[src/rtl/xw_pkg.sv]
package xw_pkg;

  localparam int PERM_W = 12;
  localparam int DOM_W  = 4;

  typedef enum logic [1:0] {
    MAP_NONE    = 2'd0,
    MAP_SMALL   = 2'd1,
    MAP_LARGE   = 2'd2,
    MAP_SECTION = 2'd3
  } map_kind_t;

  typedef enum logic [1:0] {
    FLT_NONE    = 2'd0,
    FLT_SECTION = 2'd1,
    FLT_PAGE    = 2'd2
  } fault_t;

  typedef enum logic [2:0] {
    ST_IDLE,
    ST_L1_REQ,
    ST_L1_WAIT,
    ST_L2_REQ,
    ST_L2_WAIT,
    ST_DONE
  } walk_state_t;

  localparam logic [PERM_W-1:0] SECT_PERM_KEEP = 12'hC0C;
  localparam logic [PERM_W-1:0] PAGE_PERM_KEEP = 12'hFFC;

endpackage

[src/rtl/xw_addr_gen.sv]
module xw_addr_gen #(
  parameter int ADDR_W     = 32,
  parameter int L1_ALIGN   = 14,
  parameter int L2_ALIGN   = 10,
  parameter int SECT_SHIFT = 20,
  parameter int PAGE_SHIFT = 12
) (
  input  logic [ADDR_W-1:0] ttb,
  input  logic [ADDR_W-1:0] va_now,
  input  logic [ADDR_W-1:0] va_held,
  input  logic [ADDR_W-1:0] l1_desc,
  output logic [ADDR_W-1:0] l1_addr,
  output logic [ADDR_W-1:0] l2_addr
);

  // Table base bits, VA index bits and two zero bits must fill the word.
  localparam int L1_IDX_W = ADDR_W - SECT_SHIFT;
  localparam int L2_IDX_W = SECT_SHIFT - PAGE_SHIFT;

  assign l1_addr = {ttb[ADDR_W-1:L1_ALIGN], va_now[ADDR_W-1 -: L1_IDX_W], 2'b00};
  assign l2_addr = {l1_desc[ADDR_W-1:L2_ALIGN], va_held[PAGE_SHIFT +: L2_IDX_W], 2'b00};

  logic unused_addr_bits;
  assign unused_addr_bits = ^{ttb[L1_ALIGN-1:0], va_now[SECT_SHIFT-1:0],
                              l1_desc[L2_ALIGN-1:0], va_held[ADDR_W-1:SECT_SHIFT],
                              va_held[PAGE_SHIFT-1:0]};

endmodule

[src/rtl/xw_desc_decode.sv]
module xw_desc_decode
  import xw_pkg::*;
#(
  parameter int ADDR_W      = 32,
  parameter int SECT_SHIFT  = 20,
  parameter int LARGE_SHIFT = 16,
  parameter int SMALL_SHIFT = 12,
  parameter int DOM_LSB     = 5
) (
  input  logic              second_level,
  input  logic [ADDR_W-1:0] desc,
  input  logic [ADDR_W-1:0] va,
  output logic              is_fault,
  output logic              is_table,
  output map_kind_t         map,
  output logic [PERM_W-1:0] perm,
  output logic [DOM_W-1:0]  domain,
  output logic [ADDR_W-1:0] pa_out,
  output logic [ADDR_W-1:0] va_out
);

  localparam logic [ADDR_W-1:0] ONES       = {ADDR_W{1'b1}};
  localparam logic [ADDR_W-1:0] SECT_MASK  = ONES << SECT_SHIFT;
  localparam logic [ADDR_W-1:0] LARGE_MASK = ONES << LARGE_SHIFT;
  localparam logic [ADDR_W-1:0] SMALL_MASK = ONES << SMALL_SHIFT;

  logic [ADDR_W-1:0] keep;

  always_comb begin
    is_fault = 1'b0;
    is_table = 1'b0;
    map      = MAP_NONE;
    perm     = '0;
    keep     = '0;
    domain   = desc[DOM_LSB +: DOM_W];
    if (!second_level) begin
      unique case (desc[1:0])
        2'b10: begin
          map  = MAP_SECTION;
          keep = SECT_MASK;
          perm = desc[PERM_W-1:0] & SECT_PERM_KEEP;
        end
        2'b01:   is_table = 1'b1;
        default: is_fault = 1'b1;
      endcase
    end else begin
      unique case (desc[1:0])
        2'b01: begin
          map  = MAP_LARGE;
          keep = LARGE_MASK;
          perm = desc[PERM_W-1:0] & PAGE_PERM_KEEP;
        end
        2'b10: begin
          map  = MAP_SMALL;
          keep = SMALL_MASK;
          perm = desc[PERM_W-1:0] & PAGE_PERM_KEEP;
        end
        default: is_fault = 1'b1;
      endcase
    end
    pa_out = desc & keep;
    va_out = va & keep;
  end

endmodule

[src/rtl/xlat_walker.sv]
module xlat_walker
  import xw_pkg::*;
#(
  parameter int ADDR_W     = 32,
  parameter int L1_ALIGN   = 14,
  parameter int L2_ALIGN   = 10,
  parameter int SECT_SHIFT = 20,
  parameter int PAGE_SHIFT = 12
) (
  input  logic              clk,
  input  logic              rst,
  input  logic              start_i,
  input  logic [ADDR_W-1:0] va_i,
  input  logic [ADDR_W-1:0] ttb_i,
  output logic              mem_req_o,
  output logic [ADDR_W-1:0] mem_addr_o,
  input  logic              mem_rvalid_i,
  input  logic [ADDR_W-1:0] mem_rdata_i,
  output logic              busy_o,
  output logic              done_o,
  output logic              fill_o,
  output logic [1:0]        fault_o,
  output logic [ADDR_W-1:0] fill_va_o,
  output logic [ADDR_W-1:0] fill_pa_o,
  output logic [PERM_W-1:0] fill_perm_o,
  output logic [DOM_W-1:0]  fill_dom_o,
  output logic [1:0]        fill_map_o
);

  walk_state_t       state_q;
  logic [ADDR_W-1:0] va_q;
  logic [ADDR_W-1:0] addr_q;
  fault_t            fault_q;
  map_kind_t         map_q;
  logic [ADDR_W-1:0] va_out_q;
  logic [ADDR_W-1:0] pa_q;
  logic [PERM_W-1:0] perm_q;
  logic [DOM_W-1:0]  dom_q;

  logic [ADDR_W-1:0] l1_addr, l2_addr;
  logic              dec_fault, dec_table;
  map_kind_t         dec_map;
  logic [PERM_W-1:0] dec_perm;
  logic [DOM_W-1:0]  dec_dom;
  logic [ADDR_W-1:0] dec_pa, dec_va;

  xw_addr_gen #(
    .ADDR_W(ADDR_W), .L1_ALIGN(L1_ALIGN), .L2_ALIGN(L2_ALIGN),
    .SECT_SHIFT(SECT_SHIFT), .PAGE_SHIFT(PAGE_SHIFT)
  ) u_addr (
    .ttb(ttb_i), .va_now(va_i), .va_held(va_q), .l1_desc(mem_rdata_i),
    .l1_addr(l1_addr), .l2_addr(l2_addr)
  );

  xw_desc_decode #(
    .ADDR_W(ADDR_W), .SECT_SHIFT(SECT_SHIFT), .SMALL_SHIFT(PAGE_SHIFT)
  ) u_dec (
    .second_level(state_q == ST_L2_WAIT), .desc(mem_rdata_i), .va(va_q),
    .is_fault(dec_fault), .is_table(dec_table), .map(dec_map), .perm(dec_perm),
    .domain(dec_dom), .pa_out(dec_pa), .va_out(dec_va)
  );

  always_ff @(posedge clk) begin
    if (rst) begin
      state_q  <= ST_IDLE;
      va_q     <= '0;
      addr_q   <= '0;
      fault_q  <= FLT_NONE;
      map_q    <= MAP_NONE;
      va_out_q <= '0;
      pa_q     <= '0;
      perm_q   <= '0;
      dom_q    <= '0;
    end else begin
      unique case (state_q)
        ST_IDLE: if (start_i) begin
          va_q    <= va_i;
          addr_q  <= l1_addr;
          state_q <= ST_L1_REQ;
        end
        ST_L1_REQ: state_q <= ST_L1_WAIT;
        ST_L1_WAIT: if (mem_rvalid_i) begin
          dom_q <= dec_dom;
          if (dec_table) begin
            addr_q  <= l2_addr;
            state_q <= ST_L2_REQ;
          end else begin
            fault_q  <= dec_fault ? FLT_SECTION : FLT_NONE;
            map_q    <= dec_map;
            pa_q     <= dec_pa;
            va_out_q <= dec_va;
            perm_q   <= dec_perm;
            state_q  <= ST_DONE;
          end
        end
        ST_L2_REQ: state_q <= ST_L2_WAIT;
        ST_L2_WAIT: if (mem_rvalid_i) begin
          fault_q  <= dec_fault ? FLT_PAGE : FLT_NONE;
          map_q    <= dec_map;
          pa_q     <= dec_pa;
          va_out_q <= dec_va;
          perm_q   <= dec_perm;
          state_q  <= ST_DONE;
        end
        ST_DONE: state_q <= ST_IDLE;
        default: state_q <= ST_IDLE;
      endcase
    end
  end

  assign busy_o      = (state_q != ST_IDLE);
  assign mem_req_o   = (state_q == ST_L1_REQ) || (state_q == ST_L2_REQ);
  assign mem_addr_o  = addr_q;
  assign done_o      = (state_q == ST_DONE);
  assign fill_o      = done_o && (fault_q == FLT_NONE);
  assign fault_o     = fault_q;
  assign fill_va_o   = va_out_q;
  assign fill_pa_o   = pa_q;
  assign fill_perm_o = perm_q;
  assign fill_dom_o  = dom_q;
  assign fill_map_o  = map_q;

  a_r10_done_single: assert property (@(posedge clk) disable iff (rst)
    done_o |=> !done_o);

  a_r10_fill_no_fault: assert property (@(posedge clk) disable iff (rst)
    fill_o |-> (fault_o == FLT_NONE) && (fill_map_o != MAP_NONE));

  a_r10_code_legal: assert property (@(posedge clk) disable iff (rst)
    done_o |-> (fault_o != 2'b11));

  a_r12_req_single: assert property (@(posedge clk) disable iff (rst)
    mem_req_o |=> !mem_req_o);

  a_r2_walk_opens_with_req: assert property (@(posedge clk) disable iff (rst)
    $rose(busy_o) |-> mem_req_o);

  a_r4_section_aligned: assert property (@(posedge clk) disable iff (rst)
    (fill_o && fill_map_o == MAP_SECTION) |-> (fill_pa_o[SECT_SHIFT-1:0] == '0));

endmodule

[config.mk]
export PLATFORM = sky130hd
export DESIGN_NAME = xlat_walker
export DESIGN_NICKNAME = d
export VERILOG_FILES = /design/src/rtl/xw_pkg.sv /design/src/rtl/xw_addr_gen.sv /design/src/rtl/xw_desc_decode.sv /design/src/rtl/xlat_walker.sv
export SDC_FILE = /design/constraint.sdc
export NUM_CORES = 1
export LEC_CHECK = 0
export BUFFER_PORTS_ARGS = -buffer_cell sky130_fd_sc_hd__buf_2
export CAP_MARGIN = 40
export CORE_UTILIZATION = 28
export DETAILED_ROUTE_END_ITERATION = 6
export HOLD_SLACK_MARGIN = 0.1
export SYNTH_ARGS = -nofsm -noshare
export SYNTH_HDL_FRONTEND = slang
export SYNTH_SLANG_ARGS = --single-unit
export TNS_END_PERCENT = 100
[constraint.sdc]
create_clock -name clk -period 2.85 [get_ports clk]
set_input_delay 0.285 -clock clk [delete_from_list [all_inputs] [get_ports clk]]
set_output_delay 0.285 -clock clk [all_outputs]
set_load 0.1 [all_outputs]
## Yosys cells after proc, flatten, opt, wreduce, memory -nomap -nowiden

Cells that the tools add are included.

- Memories kept: 0
- Input port bits: 100
- Output and inout bits: 120
- Memory bits (writable): 0
- Register bits after elaboration: 151
- ROM bits: 0
- Latch bits: 0

- Divide/modulo/power cells: 0
- Mux-type cells: 42
- Equal/unequal tests: 12
- $mul: 0
- Shift operators: 0
- Order comparisons: 0
- Bitwise gates (word level): 2
- Reduce and logical (&&, ||, !) cells: 13
- $add $sub $neg: 0

Operator list:

| cell | count |
|---|---|
| 32-bit two-way mux | 11 |
| 32-bit case mux with 2 select lines | 4 |
| 12-bit two-way mux | 6 |
| 32-bit AND | 2 |
| 12-bit case mux with 2 select lines | 1 |
| 2-bit two-way mux | 9 |
| 3-bit case mux with 5 select lines | 1 |
| 3-bit two-way mux | 4 |
| 2-bit case mux with 2 select lines | 3 |
| 2-bit inequality test (second input constant) | 5 |
| 4-bit AND reduction | 2 |
| 3-bit by 2-bit equality test with 1-bit output (second input constant) | 2 |
| 3-bit equality test (second input constant) | 2 |
| 2-bit AND reduction | 2 |
| 2-bit nonzero test | 2 |
| 3-bit by 1-bit equality test with 1-bit output (second input constant) | 1 |
| 3-bit logical NOT | 1 |
| 1-bit two-way mux | 3 |
| 3-bit AND reduction | 1 |
| 3-bit nonzero test | 1 |
| 2-bit by 1-bit equality test with 1-bit output (second input constant) | 1 |
| 2-bit equality test (second input constant) | 1 |
| 2-bit logical NOT | 1 |
| 2-bit OR reduction | 1 |
| 2 further kinds | 2 |

## Longest topological paths before layout

Gate-level depths: netlist of the first run.

- Depth in word-level cells: 7
- Gate-level depth with buffers: 7
- Depth with buffers taken out: 5

## Hierarchy

A second synthesis of the first run with hierarchy kept.

- Cell total of the unflattened synthesis: 844
- Area total of the unflattened synthesis: 8204.1 um2

By module, submodules not included:

| module | cells each | times used | area each (um2) |
|---|---|---|---|
| xlat_walker | 680 | 1 | 6896.6 |
| xw_desc_decode | 99 | 1 | 823.3 |
| xw_addr_gen | 65 | 1 | 484.2 |

## Worst setup path before layout of the first run

No wires, ideal clock.

- Path type: register -> output
- Start: register fault_q[1] (netlist: fault_o[1])
- End: output port fill_o
- Stages on the path, launching flop included: 2
- Data arrival time: 3.687 ns
- Slack: -1.122 ns
- Cells stage by stage: dfxtp_1 -> nor4_1

- Longest elaborated chain between the ends: 2

Ends and longest elaborated chain:

| element | line | source |
|---|---|---|
| start, declared | xlat_walker.sv:33 | `fault_t fault_q;` |
| start signal, assigned | xlat_walker.sv:88 | `fault_q <= dec_fault ? FLT_SECTION : FLT_NONE;` |
| start signal, assigned | xlat_walker.sv:98 | `fault_q <= dec_fault ? FLT_PAGE : FLT_NONE;` |
| 2-bit logical NOT | xlat_walker.sv:115 | `assign fill_o = done_o && (fault_q == FLT_NONE);` |
| 1-bit logical AND | xlat_walker.sv:115 |  |
| end, declared | xlat_walker.sv:21 | `output logic fill_o,` |

No other way between the ends.

## Worst setup path in the final report of the first run

- Start: register state_q[0]
- End: output port fill_o

- Longest elaborated chain between the ends: 2

Ends and longest elaborated chain:

| element | line | source |
|---|---|---|
| start, declared | xlat_walker.sv:30 | `walk_state_t state_q;` |
| start signal, assigned | xlat_walker.sv:65 | `state_q <= ST_IDLE;` |
| start signal, assigned | xlat_walker.sv:79 | `state_q <= ST_L1_REQ;` |
| start signal, assigned | xlat_walker.sv:81 | `ST_L1_REQ: state_q <= ST_L1_WAIT;` |
| 3-bit equality test | xlat_walker.sv:114 | `assign done_o = (state_q == ST_DONE);` |
| 1-bit logical AND | xlat_walker.sv:115 |  |

No other way between the ends.

==> flow_metrics.tcl, run 1 <==
set metrics [dict create \
    outcome "finished with violations" \
    violations "design-rule violations" \
    final_nets 822 \
    std_cell_rows 49 \
    dieHeight_um 139 \
    endpoint_kind "output port" \
    path_buf_inv 2 \
    leakage_nw 2.97 \
    synth_xor_area_share_pct 0 \
    synthFlopType "dfxtp_1" \
    maxCapViolCount 0 \
    fin_crit_sh_pct 77.5 \
    grt_use_total_pct 15.0 \
    mostFrequentLayoutCell "buf_2" \
    clk_pin_slew_ns 0.08 \
    synth_edf_count 0 \
    pre_cts_ws_ns 0.658 \
    synth_compound_area_share_pct 11.4 \
    cts_setup_buffers 0 \
    cts_sinks 111 \
    start_kind "flip-flop" \
    finalSetupViolCount 0 \
    cts_root_buf "clkbuf_16" \
    finClkSkew_ns 0.0106 \
    synth_top_family_by_area "simple AND/OR/NAND/NOR gates" \
    start_util_pct 29.0 \
    netlist_instances 575 \
    use_met1_pct 19.9 \
    routedWlPerCell_um 15.3 \
    crit_family "buffers and inverters" \
    syn_area_um2 5260 \
    fin_setup_tns_ns 0 \
    dpl.hpwl_mm 10.2 \
    stdcell_area_um2 6520 \
    post_cts_resized 0 \
    cp.required_ns 2.57 \
    synthSimpleGateAreaFrac_pct 19.4 \
    instances_no_fill 954 \
    ir_drop_uv 254 \
    vias 4350 \
    grt_max_degree 49 \
    power-per-cell-area_nw_per_um2 633 \
    core_area_um2 18100 \
    critPathMaxFanout 11 \
    worst_slew_pin_slew_ns 0.717 \
    synth.ff_latch_count 111 \
    crit_path_top_delay_cell "dfxtp_1" \
    fmax_mhz 453 \
    cp_cell_sequence "inv_1, nor4_2, buf_2" \
    drtAntennaViolNets 0 \
    nFillCells 1865 \
    clk_latency_ns 0.35 \
    yosysWarnings 0 \
    grt_pass1_vias 4111 \
    area_growth_pct 24.0 \
    cts_buffers 9 \
    numPortBuffers 165 \
    antenna_found_initial 2 \
    grt_util_met2_pct 24.3 \
    path_class "reg2out" \
    finalHoldViolations 0 \
    grt_overflow 0 \
    synth.avg_cell_area_um2 9.14 \
    layout_common_cells "buf_2 (165), nand2_1 (149), dfxtp_1 (110)" \
    synth_adder_area_share_pct 0.714 \
    via_per_inst 4.56 \
    cpPeakStageDelay_ns 0.64 \
    dieArea_um2 19300 \
    cts_tree "done" \
    wl_mm 14.6 \
    gp_congestion 0.746 \
    worst_slack_ns 0.642 \
    synth.distinct_cells 41 \
    fin_crit_ns 2.21 \
    placed_cells 937 \
    synth-async-reset-ratio_pct 0 \
    busiest_layer "met2" \
    initialDrtViolationCount 209 \
    register_area_um2 2220 \
    die_x_um 139 \
    ctsHtreeMaxLevel 3 \
    seq_area_frac_synth_pct 42.3 \
    hold_path.class "in2reg" \
    cts_buffer_depth 2 \
    drv_slew 0 \
    drive_gt1_share_pct 36.0 \
    grt_use_met3_pct 4.11 \
    post_dp_cell_area_um2 6210 \
    cts_hold_buf 0 \
    grt_first_pass_wirelength_mm 22.8 \
    muxShareOfSynthArea_pct 17.3 \
    rsz0062_at_grt "false" \
    maxSlewHeadroom_pct 52.2 \
    drc 30 \
    cp.arrival_ns 1.92 \
    first_pass_iters 7 \
    multi_input_area_um2 2730 \
    io_pins 220 \
]
## cells in the mapped netlist, types with 3 or more instances
cell type | number | share of area [%]
o32ai_1 | 8 | 1.3
nor2b_1 | 19 | 2.3
nand2_1 | 149 | 11
mux2_2 | 30 | 6.4
nand2b_1 | 6 | 0.71
nand3_1 | 23 | 2.2
mux2i_1 | 57 | 11
buf_2 | 18 | 1.7
buf_4 | 32 | 4.6
o32ai_2 | 20 | 6.2
dfxtp_1 | 111 | 42
inv_1 | 5 | 0.36
a21oi_1 | 21 | 2.0
nor2_1 | 23 | 1.6
ha_1 | 3 | 0.71
clkbuf_1 | 20 | 1.4
## sequential cells by signal, indices dropped and copies added, names as in the netlist
signal	flops
mem_addr_o	30
fill_pa_o	20
fill_va_o	20
va_q	20
fill_perm_o	10
fill_dom_o	4
state_q	3
fault_o	2
fill_map_o	2
## worst register-to-register path, delay by kind of cell (launching register included)
kind	cells	cell delay, ns
compound gates	2	0.33
flops	1	0.80
simple gates	1	0.52
buf+inv	1	0.39
## per-stage QoR
step	total power (W)	hold slack (ns)	util [%]
after floorplan	0.00265	0.421	-
after global placement	0.00285	0.443	34.2
after detailed placement	0.00285	0.449	34.2
after CTS	0.00419	0.160	35.9
after global routing	0.00431	0.160	35.9
final	0.00413	0.174	35.9
## where the power goes
group	switching (W)	internal [W]
Combinational	0.000872	0.000250
Sequential	0.0000622	0.00163
Clock	0.000620	0.000694
## worst paths after layout
check	from	slack, ns	cells after the start	end
worst max-delay path	state_q[0]	0.64	3	fill_o
worst min-delay path	va_i[16]	0.17	3	va_q[16]
worst max register to register	state_q[1]	0.69	4	fill_pa_o[28]
worst min register to register	fill_va_o[19]	0.46	2	fill_va_o[19]
## kinds of logic after synthesis
group,count (synthesis)
flip-flops,111
AO/OA/AOI/OAI,61
AND/OR/NAND/NOR,231
other,1
adder cells (fa/ha/maj),3
buffers and inverters,81
multiplexers,87
## layout make-up
type                       count  share of cell area, %
multi-input combinational    410                   41.9
sequential                   111                   34.1
timing repair buffer         181                   14.5
tap                          229                   4.40
clock buffer                   9                   3.46
clock inverter                 7                   1.23
inverter                       6                  0.346
antenna                        1                 0.0384
## per-layer routing
layer  part of all wire, %  wire length (um)
met5                 0.069                10
met4                  0.62                90
met3                   6.0               875
met2                    46              6720
met1                    47              6860
Power figures use the tool's default switching activity.
==> inputs of run 2 (changes only) <==
==> constraint.sdc (replaced) <==
create_clock -name clk -period 1.9 [get_ports clk]
set_input_delay 0.19 -clock clk [delete_from_list [all_inputs] [get_ports clk]]
set_output_delay 0.19 -clock clk [all_outputs]
set_load 0.1 [all_outputs]
==> run 2 against run 1 <==
  * Setup slack worse by 0.54 ns
  * The run still ends with design-rule violations left
  * Via count up 5.4%
  * Clock skew decreased by 0.0044 ns
==> flow_metrics.tcl, run 2 (synthesized netlist as in run 1, its figures left out) <==
set metrics [dict create \
    gp_congestion 0.755 \
    drive_gt1_share_pct 35.3 \
    area_growth_pct 36.7 \
    dpl.hpwl_mm 10.6 \
    cp.required_ns 1.71 \
    ctsHtreeMaxLevel 3 \
    finalHoldViolations 0 \
    fin_crit_sh_pct 94.4 \
    p_clk_share_pct 29.9 \
    cts_tree "done" \
    p_int_w 0.00389 \
    crit_start "state_q[0]" \
    worst_slew_pin_slew_ns 0.533 \
    leakage_nw 3.26 \
    multi_input_area_um2 2740 \
    first_pass_iters 7 \
    io_pins 220 \
    dieHeight_um 139 \
    vias 4584 \
    p_sw_share_pct 37.7 \
    start_kind "flip-flop" \
    antenna_cells 0 \
    grt_overflow 0 \
    numPortBuffers 165 \
    r2r_start "state_q[1]" \
    worst_slack_ns 0.106 \
    dieArea_um2 19300 \
    cts_setup_buffers 0 \
    hold_path.class "in2reg" \
    drv_slew 0 \
    largest_reg_flops 30 \
    antenna_found_initial 0 \
    ir_drop_uv 473 \
    pre_cts_ws_ns 0.146 \
    ff2ff_setup_slack_ns 0.19 \
    finClkSkew_ns 0.00620 \
    critPathMaxFanout 7 \
    cts_root_buf "clkbuf_16" \
    p_seq_share_pct 40.3 \
    grt_use_total_pct 15.7 \
    nFillCells 1828 \
    fin_util_pct 39.6 \
    grt_use_met3_pct 3.73 \
    hp-start "mem_rdata_i[13]" \
    grt_first_pass_wirelength_mm 23.8 \
    path_class "reg2out" \
    cts_buffer_depth 2 \
    std_cell_rows 49 \
    endpoint_kind "output port" \
    drtAntennaViolNets 0 \
    p_comb_share_pct 29.8 \
    via_per_inst 4.54 \
    final_nets 878 \
    grt_pass1_vias 4417 \
    layout_common_cells "buf_2 (161), nand2_1 (149), dfxtp_1 (109)" \
    fin_setup_tns_ns 0 \
    power-per-cell-area_nw_per_um2 869 \
    rsz0062_at_grt "false" \
    die_x_um 139 \
    core_area_um2 18100 \
    whs_ns 0.120 \
    clk_pin_slew_ns 0.07 \
    violations "design-rule violations" \
    outcome "finished with violations" \
    fmax_mhz 557 \
    fin_crit_ns 1.79 \
    register_area_um2 2220 \
    maxCapViolCount 0 \
    grt_max_degree 34 \
    busiest_layer "met2" \
    cts_buffers 9 \
    wl_mm 14.9 \
    finalSetupViolCount 0 \
    cp.arrival_ns 1.60 \
    grt_util_met2_pct 25.6 \
    start_util_pct 29.0 \
    routedWlPerCell_um 14.8 \
    drc 13 \
    initialDrtViolationCount 215 \
    cts_sinks 111 \
    mostFrequentLayoutCell "buf_2" \
    use_met1_pct 20.0 \
    power.switching_w 0.00235 \
    clk_latency_ns 0.36 \
    maxSlewHeadroom_pct 64.7 \
]
-- run 2: cell count changes in the layout (fill, tap and decap cells not counted), moves of 4 or more --
cell / delta
buf_12: +11
buf_2: -4
buf_4: +5
dlygate4sd3_1: +44
-- run 2: worst max-delay path, cell delays in order (launching register included) --
cell and delay, ns:
dfxtp_1 0.48, inv_1 0.21, nor4_4 0.34, buf_12 0.21
-- run 2: layout make-up --
cell class	instances	area share (%)
inverters	6	0.313
repair buffers	237	22.6
multi-input cells	410	38.2
flip-flops and latches	111	31.0
clock buffers	11	3.38
clock inverters	5	0.557
well taps	229	3.99
-- run 2: path summary, 6_finish.rpt --
| kind | to | cells past startpoint |
|---|---|---|
| worst max-delay path | fill_o | 3 |
| worst min-delay path | fill_pa_o[13] | 3 |
| worst max register to register | fill_va_o[23] | 5 |
| worst min register to register | mem_addr_o[16] | 2 |
-- run 2: metal layers --
layer  share of wire [%]  wire length (um)
met2                  47              6950
met3                 5.8               872
met4                 1.8               268
met1                  46              6830
met5                   0                 0
-- run 2: power by group through the flow --
stage	clock, W	combinational, W	sequential [W]
2_1_floorplan	0	0.000894	0.00309
3_3_place_gp	0	0.00178	0.00257
3_5_place_dp	0	0.00180	0.00257
4_1_cts	0.00196	0.00187	0.00252
5_1_grt	0.00203	0.00196	0.00253
6_report	0.00187	0.00186	0.00251
-- run 2: timing repair --
| item | CTS | global route |
|---|---|---|
| setup endpoints to repair | 0 | 1 |
| gates resized for setup | 0 | 1 |
| hold buffers | 44 | 0 |
| endpoints found under the hold margin | 48 | 0 |
-- run 2: stage by stage --
stage | area, um^2 | std cells | power [W]
floorplan | 5380 | 602 | 0.00398
global placement | 6440 | 948 | 0.00435
detailed placement | 6460 | 949 | 0.00437
CTS | 7180 | 1009 | 0.00635
global route | 7180 | 1009 | 0.00652
finish | 7180 | 1009 | 0.00624
